==> src/rtl/tbs_pkg.sv <==
package tbs_pkg;
  typedef struct packed {
    logic fin_zc;
    logic two_tone;
    logic square;
  } tone_mode_t;

  localparam int unsigned PH_W = 7;
  localparam logic [1:0] GRP_LAST = 2'd2;
endpackage

==> src/rtl/tbs_phase_synth.sv <==
module tbs_phase_synth #(
  parameter int unsigned FREQ_W = 15,
  parameter int unsigned MOD_HZ = 27_000_000
) (
  input  logic                    clk_i,
  input  logic                    rst_ni,
  input  logic                    run_i,
  input  logic                    clr_i,
  input  logic                    dbl_i,
  input  logic [FREQ_W-1:0]       freq_i,
  output logic [tbs_pkg::PH_W-1:0] idx_o,
  output logic                    wrap_o,
  output logic                    half_o
);
  localparam int unsigned ACC_W = $clog2(MOD_HZ) + 1;
  localparam int unsigned INC_W = FREQ_W + 7;
  localparam int unsigned SUM_W = ((ACC_W > INC_W) ? ACC_W : INC_W) + 1;

  logic [ACC_W-1:0] acc_q;
  logic [6:0]       idx_q;
  logic [SUM_W-1:0] inc, sum, sum_wr;
  logic [7:0]       nxt;
  logic             step;

  assign inc    = SUM_W'(freq_i) << 7;
  assign sum    = SUM_W'(acc_q) + inc;
  assign sum_wr = sum - SUM_W'(MOD_HZ);
  assign step   = run_i && (sum >= SUM_W'(MOD_HZ));
  assign nxt    = {1'b0, idx_q} + (dbl_i ? 8'd2 : 8'd1);
  assign wrap_o = step && nxt[7];
  assign half_o = step && !nxt[7] && (nxt[6:0] == 7'd64);
  assign idx_o  = idx_q;

  always_ff @(posedge clk_i or negedge rst_ni) begin
    if (!rst_ni) begin
      acc_q <= '0;
      idx_q <= '0;
    end else if (clr_i) begin
      acc_q <= '0;
      idx_q <= '0;
    end else if (run_i) begin
      if (step) begin
        acc_q <= sum_wr[ACC_W-1:0];
        idx_q <= nxt[6:0];
      end else begin
        acc_q <= sum[ACC_W-1:0];
      end
    end
  end

  AST_ACC_RANGE: assert property (@(posedge clk_i) disable iff (!rst_ni)
    acc_q < ACC_W'(MOD_HZ));
  AST_IDX_HOLD_IDLE: assert property (@(posedge clk_i) disable iff (!rst_ni)
    (!run_i && !clr_i) |=> $stable(idx_q));
endmodule

==> src/rtl/tbs_burst_timer.sv <==
module tbs_burst_timer #(
  parameter int unsigned DUR_W          = 8,
  parameter int unsigned TICKS_PER_UNIT = 2_700_000
) (
  input  logic             clk_i,
  input  logic             rst_ni,
  input  logic             load_i,
  input  logic [DUR_W-1:0] dur_i,
  input  logic             run_i,
  output logic             expired_o
);
  localparam int unsigned TICK_W = $clog2(TICKS_PER_UNIT + 1);

  logic [TICK_W-1:0] tick_q;
  logic [DUR_W-1:0]  rem_q;

  assign expired_o = (rem_q == '0);

  always_ff @(posedge clk_i or negedge rst_ni) begin
    if (!rst_ni) begin
      tick_q <= '0;
      rem_q  <= '0;
    end else if (load_i) begin
      tick_q <= '0;
      rem_q  <= dur_i;
    end else if (run_i && !expired_o) begin
      if (tick_q == TICK_W'(TICKS_PER_UNIT - 1)) begin
        tick_q <= '0;
        rem_q  <= rem_q - 1'b1;
      end else begin
        tick_q <= tick_q + 1'b1;
      end
    end
  end

  AST_TICK_RANGE: assert property (@(posedge clk_i) disable iff (!rst_ni)
    tick_q < TICK_W'(TICKS_PER_UNIT));
  AST_EXPIRE_STICKY: assert property (@(posedge clk_i) disable iff (!rst_ni)
    (expired_o && !load_i) |=> expired_o);
endmodule

==> src/rtl/tbs_sched.sv <==
module tbs_sched #(
  parameter int unsigned FREQ_W = 15,
  parameter int unsigned DUR_W  = 8
) (
  input  logic                clk_i,
  input  logic                rst_ni,
  input  logic                freq_we_i,
  input  logic [FREQ_W-1:0]   freq_i,
  input  logic                dur_we_i,
  input  logic [DUR_W-1:0]    dur_i,
  input  logic                mode_we_i,
  input  tbs_pkg::tone_mode_t mode_i,
  input  logic                wrap_i,
  input  logic                half_i,
  input  logic                expired_i,
  output logic                run_o,
  output logic                clr_o,
  output logic                load_o,
  output logic [DUR_W-1:0]    load_dur_o,
  output logic [FREQ_W-1:0]   freq_o,
  output logic                dbl_o,
  output logic                square_o,
  output logic                active_o,
  output logic                busy_o
);
  import tbs_pkg::*;

  tone_mode_t        mode_q;
  logic              active_q, stop_q, pf_v, pd_v;
  logic [FREQ_W-1:0] freq_q, pf_q, nxt_freq;
  logic [DUR_W-1:0]  dur_q, pd_q, nxt_dur;
  logic [1:0]        grp_q;
  logic              start, full_pt, stop_pt, fin, handover, finish, idle_wr;

  assign start    = !active_q && (dur_q != '0) && (freq_q != '0) && !freq_we_i && !dur_we_i;
  assign full_pt  = wrap_i && (!mode_q.two_tone || grp_q == GRP_LAST);
  assign stop_pt  = mode_q.fin_zc ? (wrap_i || half_i) : full_pt;
  assign fin      = active_q && stop_pt && (stop_q || expired_i);
  assign nxt_freq = pf_v ? pf_q : freq_q;
  assign nxt_dur  = pd_v ? pd_q : dur_q;
  assign handover = fin && !stop_q && (pf_v || pd_v) && (nxt_freq != '0) && (nxt_dur != '0);
  assign finish   = fin && !handover;
  assign idle_wr  = !active_q || finish;

  assign run_o      = active_q;
  assign clr_o      = start || finish;
  assign load_o     = start || handover;
  assign load_dur_o = start ? dur_q : nxt_dur;
  assign freq_o     = freq_q;
  assign dbl_o      = mode_q.two_tone && (grp_q != 2'd0);
  assign square_o   = mode_q.square;
  assign active_o   = active_q;
  assign busy_o     = active_q || (dur_q != '0);

  always_ff @(posedge clk_i or negedge rst_ni) begin
    if (!rst_ni) begin
      mode_q <= '0;
    end else if (mode_we_i) begin
      mode_q <= mode_i;
    end
  end

  always_ff @(posedge clk_i or negedge rst_ni) begin
    if (!rst_ni) begin
      active_q <= 1'b0;
      stop_q   <= 1'b0;
      pf_v     <= 1'b0;
      pd_v     <= 1'b0;
      freq_q   <= '0;
      pf_q     <= '0;
      dur_q    <= '0;
      pd_q     <= '0;
      grp_q    <= '0;
    end else begin
      if (start) begin
        active_q <= 1'b1;
        grp_q    <= '0;
        stop_q   <= 1'b0;
        pf_v     <= 1'b0;
        pd_v     <= 1'b0;
      end else if (finish) begin
        active_q <= 1'b0;
        dur_q    <= '0;
        if (pf_v && !stop_q) freq_q <= pf_q;
        grp_q    <= '0;
        stop_q   <= 1'b0;
        pf_v     <= 1'b0;
        pd_v     <= 1'b0;
      end else begin
        if (handover) begin
          freq_q <= nxt_freq;
          dur_q  <= nxt_dur;
          pf_v   <= 1'b0;
          pd_v   <= 1'b0;
        end
        if (active_q && wrap_i) begin
          if (!mode_q.two_tone || grp_q == GRP_LAST) grp_q <= '0;
          else                                       grp_q <= grp_q + 1'b1;
        end
      end
      // writes land after take-over so a late write queues for the following burst
      if (freq_we_i) begin
        if (idle_wr) freq_q <= freq_i;
        else begin
          pf_q <= freq_i;
          pf_v <= 1'b1;
        end
      end
      if (dur_we_i) begin
        if (idle_wr) dur_q <= dur_i;
        else if (dur_i == '0) begin
          stop_q <= 1'b1;
          pf_v   <= 1'b0;
          pd_v   <= 1'b0;
        end else begin
          pd_q   <= dur_i;
          pd_v   <= 1'b1;
          stop_q <= 1'b0;
        end
      end
    end
  end

  AST_START_NEEDS_BOTH: assert property (@(posedge clk_i) disable iff (!rst_ni)
    $rose(active_q) |-> ($past(freq_q) != '0 && $past(dur_q) != '0));
  AST_END_AT_STOP_POINT: assert property (@(posedge clk_i) disable iff (!rst_ni)
    $fell(active_q) |-> $past(wrap_i || half_i));
  AST_FULL_CYCLE_END: assert property (@(posedge clk_i) disable iff (!rst_ni)
    ($fell(active_q) && !$past(mode_q.fin_zc)) |-> $past(wrap_i));
  AST_DUR_CLEARED: assert property (@(posedge clk_i) disable iff (!rst_ni)
    ($fell(active_q) && !$past(dur_we_i)) |-> (dur_q == '0));
  AST_GRP_RANGE: assert property (@(posedge clk_i) disable iff (!rst_ni)
    grp_q <= GRP_LAST);
endmodule

==> src/rtl/tone_burst_seq.sv <==
module tone_burst_seq #(
  parameter int unsigned FREQ_W         = 15,
  parameter int unsigned DUR_W          = 8,
  parameter int unsigned MOD_HZ         = 27_000_000,
  parameter int unsigned TICKS_PER_UNIT = 2_700_000
) (
  input  logic              clk_i,
  input  logic              rst_ni,
  input  logic              freq_we_i,
  input  logic [FREQ_W-1:0] freq_i,
  input  logic              dur_we_i,
  input  logic [DUR_W-1:0]  dur_i,
  input  logic              mode_we_i,
  input  logic              fin_zc_i,
  input  logic              two_tone_i,
  input  logic              square_i,
  output logic [6:0]        phase_o,
  output logic              sign_o,
  output logic              square_o,
  output logic              active_o,
  output logic              busy_o
);
  import tbs_pkg::*;

  tone_mode_t        mode_in;
  logic              run, clr, load, dbl, wrap, half, expired;
  logic [DUR_W-1:0]  load_dur;
  logic [FREQ_W-1:0] cur_freq;

  assign mode_in = '{fin_zc: fin_zc_i, two_tone: two_tone_i, square: square_i};

  tbs_sched #(.FREQ_W(FREQ_W), .DUR_W(DUR_W)) i_sched (
    .clk_i, .rst_ni, .freq_we_i, .freq_i, .dur_we_i, .dur_i, .mode_we_i,
    .mode_i(mode_in), .wrap_i(wrap), .half_i(half), .expired_i(expired),
    .run_o(run), .clr_o(clr), .load_o(load), .load_dur_o(load_dur),
    .freq_o(cur_freq), .dbl_o(dbl), .square_o, .active_o, .busy_o
  );

  tbs_phase_synth #(.FREQ_W(FREQ_W), .MOD_HZ(MOD_HZ)) i_phase (
    .clk_i, .rst_ni, .run_i(run), .clr_i(clr), .dbl_i(dbl), .freq_i(cur_freq),
    .idx_o(phase_o), .wrap_o(wrap), .half_o(half)
  );

  tbs_burst_timer #(.DUR_W(DUR_W), .TICKS_PER_UNIT(TICKS_PER_UNIT)) i_timer (
    .clk_i, .rst_ni, .load_i(load), .dur_i(load_dur), .run_i(run),
    .expired_o(expired)
  );

  assign sign_o = phase_o[6];

  AST_IDLE_PHASE_ZERO: assert property (@(posedge clk_i) disable iff (!rst_ni)
    !active_o |-> (phase_o == 7'd0));
  AST_BUSY_WHILE_ACTIVE: assert property (@(posedge clk_i) disable iff (!rst_ni)
    $rose(active_o) |-> busy_o);
endmodule

==> config.mk <==
export PLATFORM = sky130hd
export DESIGN_NAME = tone_burst_seq
export DESIGN_NICKNAME = d
export VERILOG_FILES = /design/src/rtl/tbs_pkg.sv /design/src/rtl/tbs_phase_synth.sv /design/src/rtl/tbs_burst_timer.sv /design/src/rtl/tbs_sched.sv /design/src/rtl/tone_burst_seq.sv
export SDC_FILE = /design/constraint.sdc
export NUM_CORES = 1
export LEC_CHECK = 0
export ABC_CLOCK_PERIOD_IN_PS = 4100
export BUFFER_PORTS_ARGS = -buffer_cell sky130_fd_sc_hd__buf_2
export CORE_AREA = 2 2 115 161
export DETAILED_ROUTE_END_ITERATION = 10
export DIE_AREA = 0 0 117 163
export PLACE_DENSITY_LB_ADDON = 0.05
export SYNTH_ARGS = -nofsm -noshare
export SYNTH_HDL_FRONTEND = slang
export SYNTH_SLANG_ARGS = --single-unit
export TNS_END_PERCENT = 100
==> constraint.sdc <==
create_clock -name clk_i -period 4.1 [get_ports clk_i]
set_clock_uncertainty 0.05 [all_clocks]
set_input_delay 0.615 -clock clk_i [delete_from_list [all_inputs] [get_ports clk_i]]
set_output_delay 0.615 -clock clk_i [all_outputs]
set_load 0.05 [all_outputs]
==> results of run 1 <==
## area by class of cell
cell class | instances | area, um2 | area share
flip-flops and latches | 112 | 2803 | 0.3189
inverters | 27 | 101.3 | 0.01153
multi-input cells | 573 | 4462 | 0.5076
repair buffers | 111 | 823.3 | 0.09367
clock inverters | 7 | 75.07 | 0.008541
well taps | 240 | 300.3 | 0.03416
clock buffers | 9 | 225.2 | 0.02562
## cell usage after synthesis (4+ instances only)
cell       count  area share
a21o_1         7      0.0072
a21oi_1       27       0.019
a22o_1        25       0.030
a31oi_1        4      0.0035
a32o_1         8       0.011
and2_1         8      0.0069
and3_1        12       0.010
buf_2          7      0.0048
buf_6          5      0.0078
clkbuf_1      14      0.0072
dfrtp_1      112        0.39
ha_1          24       0.041
inv_1         26       0.013
mux2_1        20       0.031
mux2_2        31       0.048
mux2_4         7       0.014
mux2i_1       12       0.017
nand2_1       54       0.028
nand2b_1       8      0.0069
nand3_1       22       0.015
nand3b_1       5      0.0052
nand4_1        6      0.0052
nor2_1        74       0.038
nor3_1        26       0.018
nor4_1        12       0.010
o2111ai_1      8      0.0097
o211ai_1      12       0.012
o21ai_0       22       0.015
o21ai_1        4      0.0028
o22ai_1        4      0.0035
or3_1          7      0.0060
or4_1          8      0.0083
xnor2_1       25       0.030
xor2_1        28       0.034
## state kept, by name, summed over array words and instances (netlist names)
| name | count |
|---|---|
| i_sched.mode_q | 2 |
| i_timer.rem_q | 8 |
| i_sched.dur_q | 8 |
| i_sched.pf_v | 1 |
| i_phase.idx_o | 7 |
| i_sched.freq_o | 15 |
| i_phase.acc_q | 20 |
| i_timer.tick_q | 22 |
| i_sched.pd_v | 1 |
| i_sched.active_o | 1 |
| i_sched.grp_q | 2 |
| i_sched.pd_q | 8 |
| i_sched.pf_q | 15 |
| i_sched.square_o | 1 |
| i_sched.stop_q | 1 |
## cell families (layout without fill, tap and decap cells)
kind of cell               after synthesis  after routing  synth area share
xor gates and xnor gates                54             54           0.06628
muxes                                   70             70            0.1103
DFF                                    112            112            0.3866
buffers and inverters                   58            154           0.03797
and+or+nand+nor                        262            262            0.1845
adders and majority gates               26             26           0.04695
AOI/OAI and AO/OA                      160            161            0.1674
## stage by stage
step	TNS, ns	hold slack (ns)	total power [mW]	worst slack [ns]	std cells
floorplan	0	0.2694	5.684	0.004610	742
global placement	-0.7382	0.4361	7.186	-0.04809	1045
detailed placement	-1.231	0.4400	7.250	-0.07605	1045
CTS	-0.1950	0.3315	8.346	-0.03003	1070
global route	-6.400	0.3757	9.127	-0.1960	1079
finish	0	0.2756	8.475	0.001863	1079
## what timing repair did
action                                  4_1_cts  5_1_grt
buffers inserted                              8        9
endpoints found under the setup margin       44       86
resized for setup                            16       52
cloned                                        1        1
pin swaps                                     6       19
## power groups by stage
stage                     combinational (mW)  sequential [mW]  clock (mW)
after global routing                    6.18             1.96       0.986
after CTS                               5.50             1.90       0.940
final                                   5.65             1.91       0.910
after floorplan                         3.85             1.83           0
after detailed placement                5.34             1.91           0
after global placement                  5.27             1.91           0
## cells in the final DEF (no fill, tap or decap), drive strengths merged, types with 10 or more instances in the layout
| cell type | count |
|---|---|
| xor2 | 28 |
| a21oi | 29 |
| mux2i | 12 |
| nand3 | 22 |
| buf | 110 |
| ha | 24 |
| clkbuf | 10 |
| xnor2 | 26 |
| a22o | 25 |
| nor4 | 13 |
| nor3 | 27 |
| mux2 | 58 |
| o21ai | 27 |
| nand2 | 55 |
| dfrtp | 112 |
| nor2 | 75 |
| inv | 29 |
| and3 | 12 |
| o211ai | 12 |
## per-layer routing
| layer | GRT usage | vias up |
|---|---|---|
| met5 | 0 | - |
| met4 | 0.07326 | 0 |
| met3 | 0.02791 | 20 |
| met2 | 0.3923 | 59 |
| met1 | 0.2447 | 2973 |
| li1 | - | 2918 |
## worst max-delay path, stage by stage, from the launching register on
cell	delay, ns
dfrtp_1	0.39
inv_1	0.07
ha_2	0.17
nand2b_4	0.14
ha_4	0.14
inv_2	0.04
fa_2	0.38
nand2b_4	0.18
nor2_4	0.10
xnor2_2	0.08
o41ai_2	0.35
o2111ai_2	0.20
nand3b_1	0.22
a31o_4	0.23
and2_4	0.16
nor4_4	0.22
buf_4	0.16
clkbuf_16	0.15
mux2_4	0.30
mux2_4	0.27
## final timing paths
| check | from | endpoint | slack, ns | depth (start not counted) |
|---|---|---|---|---|
| min in group clk_i | freq_i[6] | i_sched.freq_o[6] | 0.43 | 2 |
| hold / removal | rst_ni | i_timer.rem_q[5] | 0.28 | 1 |
| max in group asynchronous | rst_ni | i_sched.freq_o[1] | 2.74 | 2 |
| hold reg to reg | i_sched.square_o | i_sched.square_o | 0.45 | 1 |
| setup reg to reg | i_sched.grp_q[1] | i_sched.freq_o[12] | 0.002 | 19 |
| setup / recovery | i_sched.grp_q[1] | i_sched.freq_o[12] | 0.002 | 19 |
==> flow_metrics.py, run 1 <==
metrics = {
    "run_status": {
        "status": "completed",
    },
    "power_and_ir_drop": {
        "powerDensity_mw_per_mm2": 964.2,
        "clock_power_share": 0.107,
        "p_switching_mw": 3.905,
        "swShare": 0.4608,
        "power.leakage_nw": 3.869,
        "p_seq_frac": 0.226,
        "intPower_mw": 4.570,
        "max-vdd-ir-drop_mv": 0.6009,
        "power_frac_comb": 0.667,
    },
    "worst_hold_path": {
        "hp-class": "input port to async pin",
    },
    "timing": {
        "period_needed_ns": 4.098,
        "relSlewSlack": 0.4212,
        "max_freq_mhz": 244.0,
        "hold_viol_final": 0,
        "grt_setup_unrepaired": "yes",
        "fin_crit_sh": 0.9995,
        "worst_pin_slew_ns": 0.8683,
        "final-setup-viol-count": 0,
        "drv_slew": 0,
    },
    "critical_path": {
        "required_ns": 4.30,
        "cp-start-kind": "register",
        "worstSetupEndpointType": "register",
        "crit_arrival_ns": 4.30,
        "cp_max_fo": 7,
        "crit_type": "register to register",
    },
    "floorplanning": {
        "num_rows": 58,
        "die-area_mm2": 0.01907,
        "start_util": 0.4077,
        "ios": 42,
        "die_h_um": 163,
        "core_area_mm2": 0.01778,
        "die_w_um": 117,
    },
    "clock_tree": {
        "cts_root_buffer": "clkbuf_16",
        "cts-buffers-inserted": 9,
        "clkLatencyLatePin_ns": 0.36,
        "cts.sink_count": 112,
        "cts.clk_slew.worst_paths_ns": 0.09,
        "cts.path.max_buffers": 2,
        "tritoncts": "built",
        "cts.htree.levels": 3,
        "cts_hold_buffers": 0,
    },
    "route": {
        "wl_met3_um": 280,
        "post_drt_via_cell_ratio": 5.533,
        "first_pass_iters": 4,
        "dr.first_iter.drc_count": 282,
        "route.detailed.wl_per_inst_um": 18.03,
        "drc": 0,
        "dr_wl_met2_mm": 10.56,
        "drt-total-wl_mm": 19.45,
        "met1Wirelength_mm": 8.175,
        "num_vias": 5970,
        "top_layer_used": "met4",
        "ant_nets": 0,
    },
    "yosys": {
        "synth_nets": 799,
        "synth_seq_cells": 112,
        "seq_area_frac_synth": 0.3866,
        "ys_warn_count": 0,
        "synthFlopType": "dfrtp_1",
        "synthCells": 742,
        "async_flop_share": 1.000,
        "synth_edf_count": 0,
        "syn_avg_cell_area_um2": 9.770,
        "syn_area_mm2": 0.007249,
        "yosys.cell_types.count": 84,
    },
    "global_routing": {
        "first_global_vias": 6264,
        "grt_pass1_wl_mm": 31.64,
        "track_usage": 0.2116,
        "grt_overflow_total": 0,
        "grt_max_degree": 63,
        "antenna_found_initial": 0,
    },
    "finish": {
        "nets": 891,
        "nFillCells": 1699,
        "stdcell_area_mm2": 0.008790,
        "diodes": 0,
        "postLayoutCoreUtil": 0.4944,
        "syn2layout_area_growth_pct": 21.25,
        "drive_above_1_share": 0.2753,
    },
    "placement": {
        "place_congestion": 0.8266,
        "port_buffers": 41,
        "place_hpwl_mm": 14.20,
        "placed_cell_area_mm2": 0.008036,
    },
    "job": {
        "drv_cap": 0,
    },
}
No activity file was read; power rests on OpenSTA's default activity.
==> run 2, diff against run 1 <==
--- a/config.mk
+++ b/config.mk
@@ -11,6 +11,8 @@
 export DETAILED_ROUTE_END_ITERATION = 10
 export DIE_AREA = 0 0 117 163
 export PLACE_DENSITY_LB_ADDON = 0.05
+export REMOVE_ABC_BUFFERS = 1
+export SETUP_SLACK_MARGIN = 0.05
 export SYNTH_ARGS = -nofsm -noshare
 export SYNTH_HDL_FRONTEND = slang
 export SYNTH_SLANG_ARGS = --single-unit
==> run 2 against run 1 <==
Worst setup slack better by 0.072 ns. Utilization up 0.77 points. Sequential share of layout area down 0.48 points. Critical endpoint is now i_sched.freq_o[11]. Combinational power up 5.7%. Sequential cell count unchanged. Critical path type unchanged. Cell count up 0.93%. Largest cell class unchanged.
==> flow_metrics.py, run 2 (same netlist as run 1, synthesis figures left out) <==
metrics = {
    "run_status": {
        "status": "completed",
    },
    "finish": {
        "stdcell_area_mm2": 0.008927,
        "regMostFlops": "i_timer.tick_q",
        "final_cells": 1089,
        "drive_above_1_share": 0.2948,
        "mostFrequentLayoutCell": "dfrtp_1",
        "final_cell_mix": "dfrtp_1, nor2_1, buf_4",
        "syn2layout_area_growth_pct": 23.14,
        "postLayoutCoreUtil": 0.5021,
        "nets": 900,
        "largest_register_ffs": 22,
        "reg_top3": "i_timer.tick_q: 22 flops, i_phase.acc_q: 20 flops",
    },
    "job": {
        "drv_cap": 0,
    },
    "placement": {
        "preCtsSetupSlack_ns": -0.2787,
        "port_buffers": 41,
        "placed_cell_area_mm2": 0.008112,
        "dp_cells": 1054,
        "place_congestion": 0.8954,
        "place_hpwl_mm": 14.57,
    },
    "floorplanning": {
        "start_util": 0.4077,
        "num_rows": 58,
        "die_h_um": 163,
        "die-area_mm2": 0.01907,
        "die_w_um": 117,
        "core_area_mm2": 0.01778,
        "ios": 42,
    },
    "power_and_ir_drop": {
        "power.leakage_nw": 3.951,
        "powerDensity_mw_per_mm2": 987.8,
        "max-vdd-ir-drop_mv": 0.8047,
    },
    "clock_tree": {
        "cts.htree.levels": 3,
        "cts.sink_count": 112,
        "cts_root_buffer": "clkbuf_16",
        "cts_hold_buffers": 0,
        "tritoncts": "built",
        "cts-buffers-inserted": 9,
        "cts.clk_slew.worst_paths_ns": 0.10,
        "clkLatencyLatePin_ns": 0.37,
        "cts.path.max_buffers": 2,
    },
    "global_routing": {
        "grt_max_degree": 65,
        "grt_overflow_total": 0,
        "first_global_vias": 6356,
        "met2_usage": 0.3973,
        "met1_usage": 0.2480,
        "busiest_layer": "met2",
        "grt_pass1_wl_mm": 32.29,
        "antenna_found_initial": 2,
        "grt_util_met3": 0.03163,
        "track_usage": 0.2172,
    },
    "critical_path": {
        "required_ns": 4.31,
        "cp_max_fo": 7,
        "worstSetupEndpointType": "register",
        "crit_type": "register to register",
        "cp-start-kind": "register",
        "r2r_setup_slack_ns": 0.07,
        "crit_arrival_ns": 4.24,
    },
    "route": {
        "num_vias": 6121,
        "ant_nets": 0,
        "first_pass_iters": 4,
        "route.detailed.wl_per_inst_um": 18.24,
        "drc": 0,
        "drt-total-wl_mm": 19.86,
        "post_drt_via_cell_ratio": 5.621,
        "dr.first_iter.drc_count": 300,
    },
    "timing": {
        "setup_ws_ns": 0.07434,
        "period_needed_ns": 4.026,
        "fin_hold_ws_ns": 0.3183,
        "hold_viol_final": 0,
        "fin_crit_sh": 0.9819,
        "grt_setup_unrepaired": "yes",
        "worst_pin_slew_ns": 0.9125,
        "drv_slew": 0,
        "final-setup-viol-count": 0,
        "max_freq_mhz": 248.4,
        "relSlewSlack": 0.3917,
    },
    "worst_hold_path": {
        "hp-class": "input port to async pin",
    },
}
==> run 2: cell count changes in the layout (fill, tap and decap cells not counted), moves of 5 or more <==
cell    delta
buf_6      -5
mux2_1    -13
buf_4     +12
mux2_4    +11
==> run 2: layout make-up <==
cell class,count,area (um2)
fillers,1687,8852
multi-input cells,572,4488
flip-flops and latches,112,2804
repair buffers,121,912.1
well taps,240,300.3
clock buffers,9,225.2
inverters,27,101.3
clock inverters,7,93.84
diodes,1,2.502
==> run 2: path summary, 6_finish.rpt <==
check                            startpoint            endpoint  cells after the start
max reg2reg                i_sched.grp_q[0]  i_sched.freq_o[11]                     19
min                                  rst_ni    i_timer.rem_q[5]                      1
max                        i_sched.grp_q[0]  i_sched.freq_o[11]                     19
max in group asynchronous            rst_ni   i_sched.freq_o[2]                      2
min in group clk_i                 square_i    i_sched.square_o                      2
min reg2reg                i_sched.square_o    i_sched.square_o                      1
==> run 2: stage by stage <==
step	power, mW	setup TNS [ns]
final	8.818	0
after global routing	9.512	-0.9734
after CTS	8.586	-1.652
after detailed placement	7.417	-9.648
after global placement	7.359	-2.596
after floorplan	5.614	-14.15
==> run 2: where the power goes <==
part,switching (mW),total [mW],internal (mW),leakage (nW)
logic,3.09,5.97,2.88,2.43
clock network,0.497,0.947,0.450,0.154
registers,0.401,1.90,1.50,1.37
total,3.99,8.82,4.83,3.95
==> run 2: critical path, cell delays in order (launching register included) <==
cell,delay [ns]
dfrtp_1,0.39
inv_2,0.06
ha_1,0.13
nand2b_4,0.14
ha_4,0.14
inv_2,0.03
fa_2,0.36
nand2b_4,0.17
nor2_4,0.11
xnor2_2,0.08
o41ai_2,0.36
o2111ai_2,0.18
buf_4,0.17
or2_4,0.26
and2_4,0.17
nor4_4,0.23
buf_4,0.17
clkbuf_16,0.15
mux2_4,0.30
mux2_4,0.26
==> run 2: repair_timing <==
action,in CTS,in global routing
endpoints found under the setup margin,83,89
pin swaps,7,18
gates cloned,1,0
gates resized for setup,46,28
setup buffers,8,10
==> run 2: per-layer routing <==
metal / share of wire / wire length [um]
met1: 0.40 / 8024
met3: 0.023 / 447
met5: 0.00065 / 13
met4: 0.030 / 600
met2: 0.54 / 10780
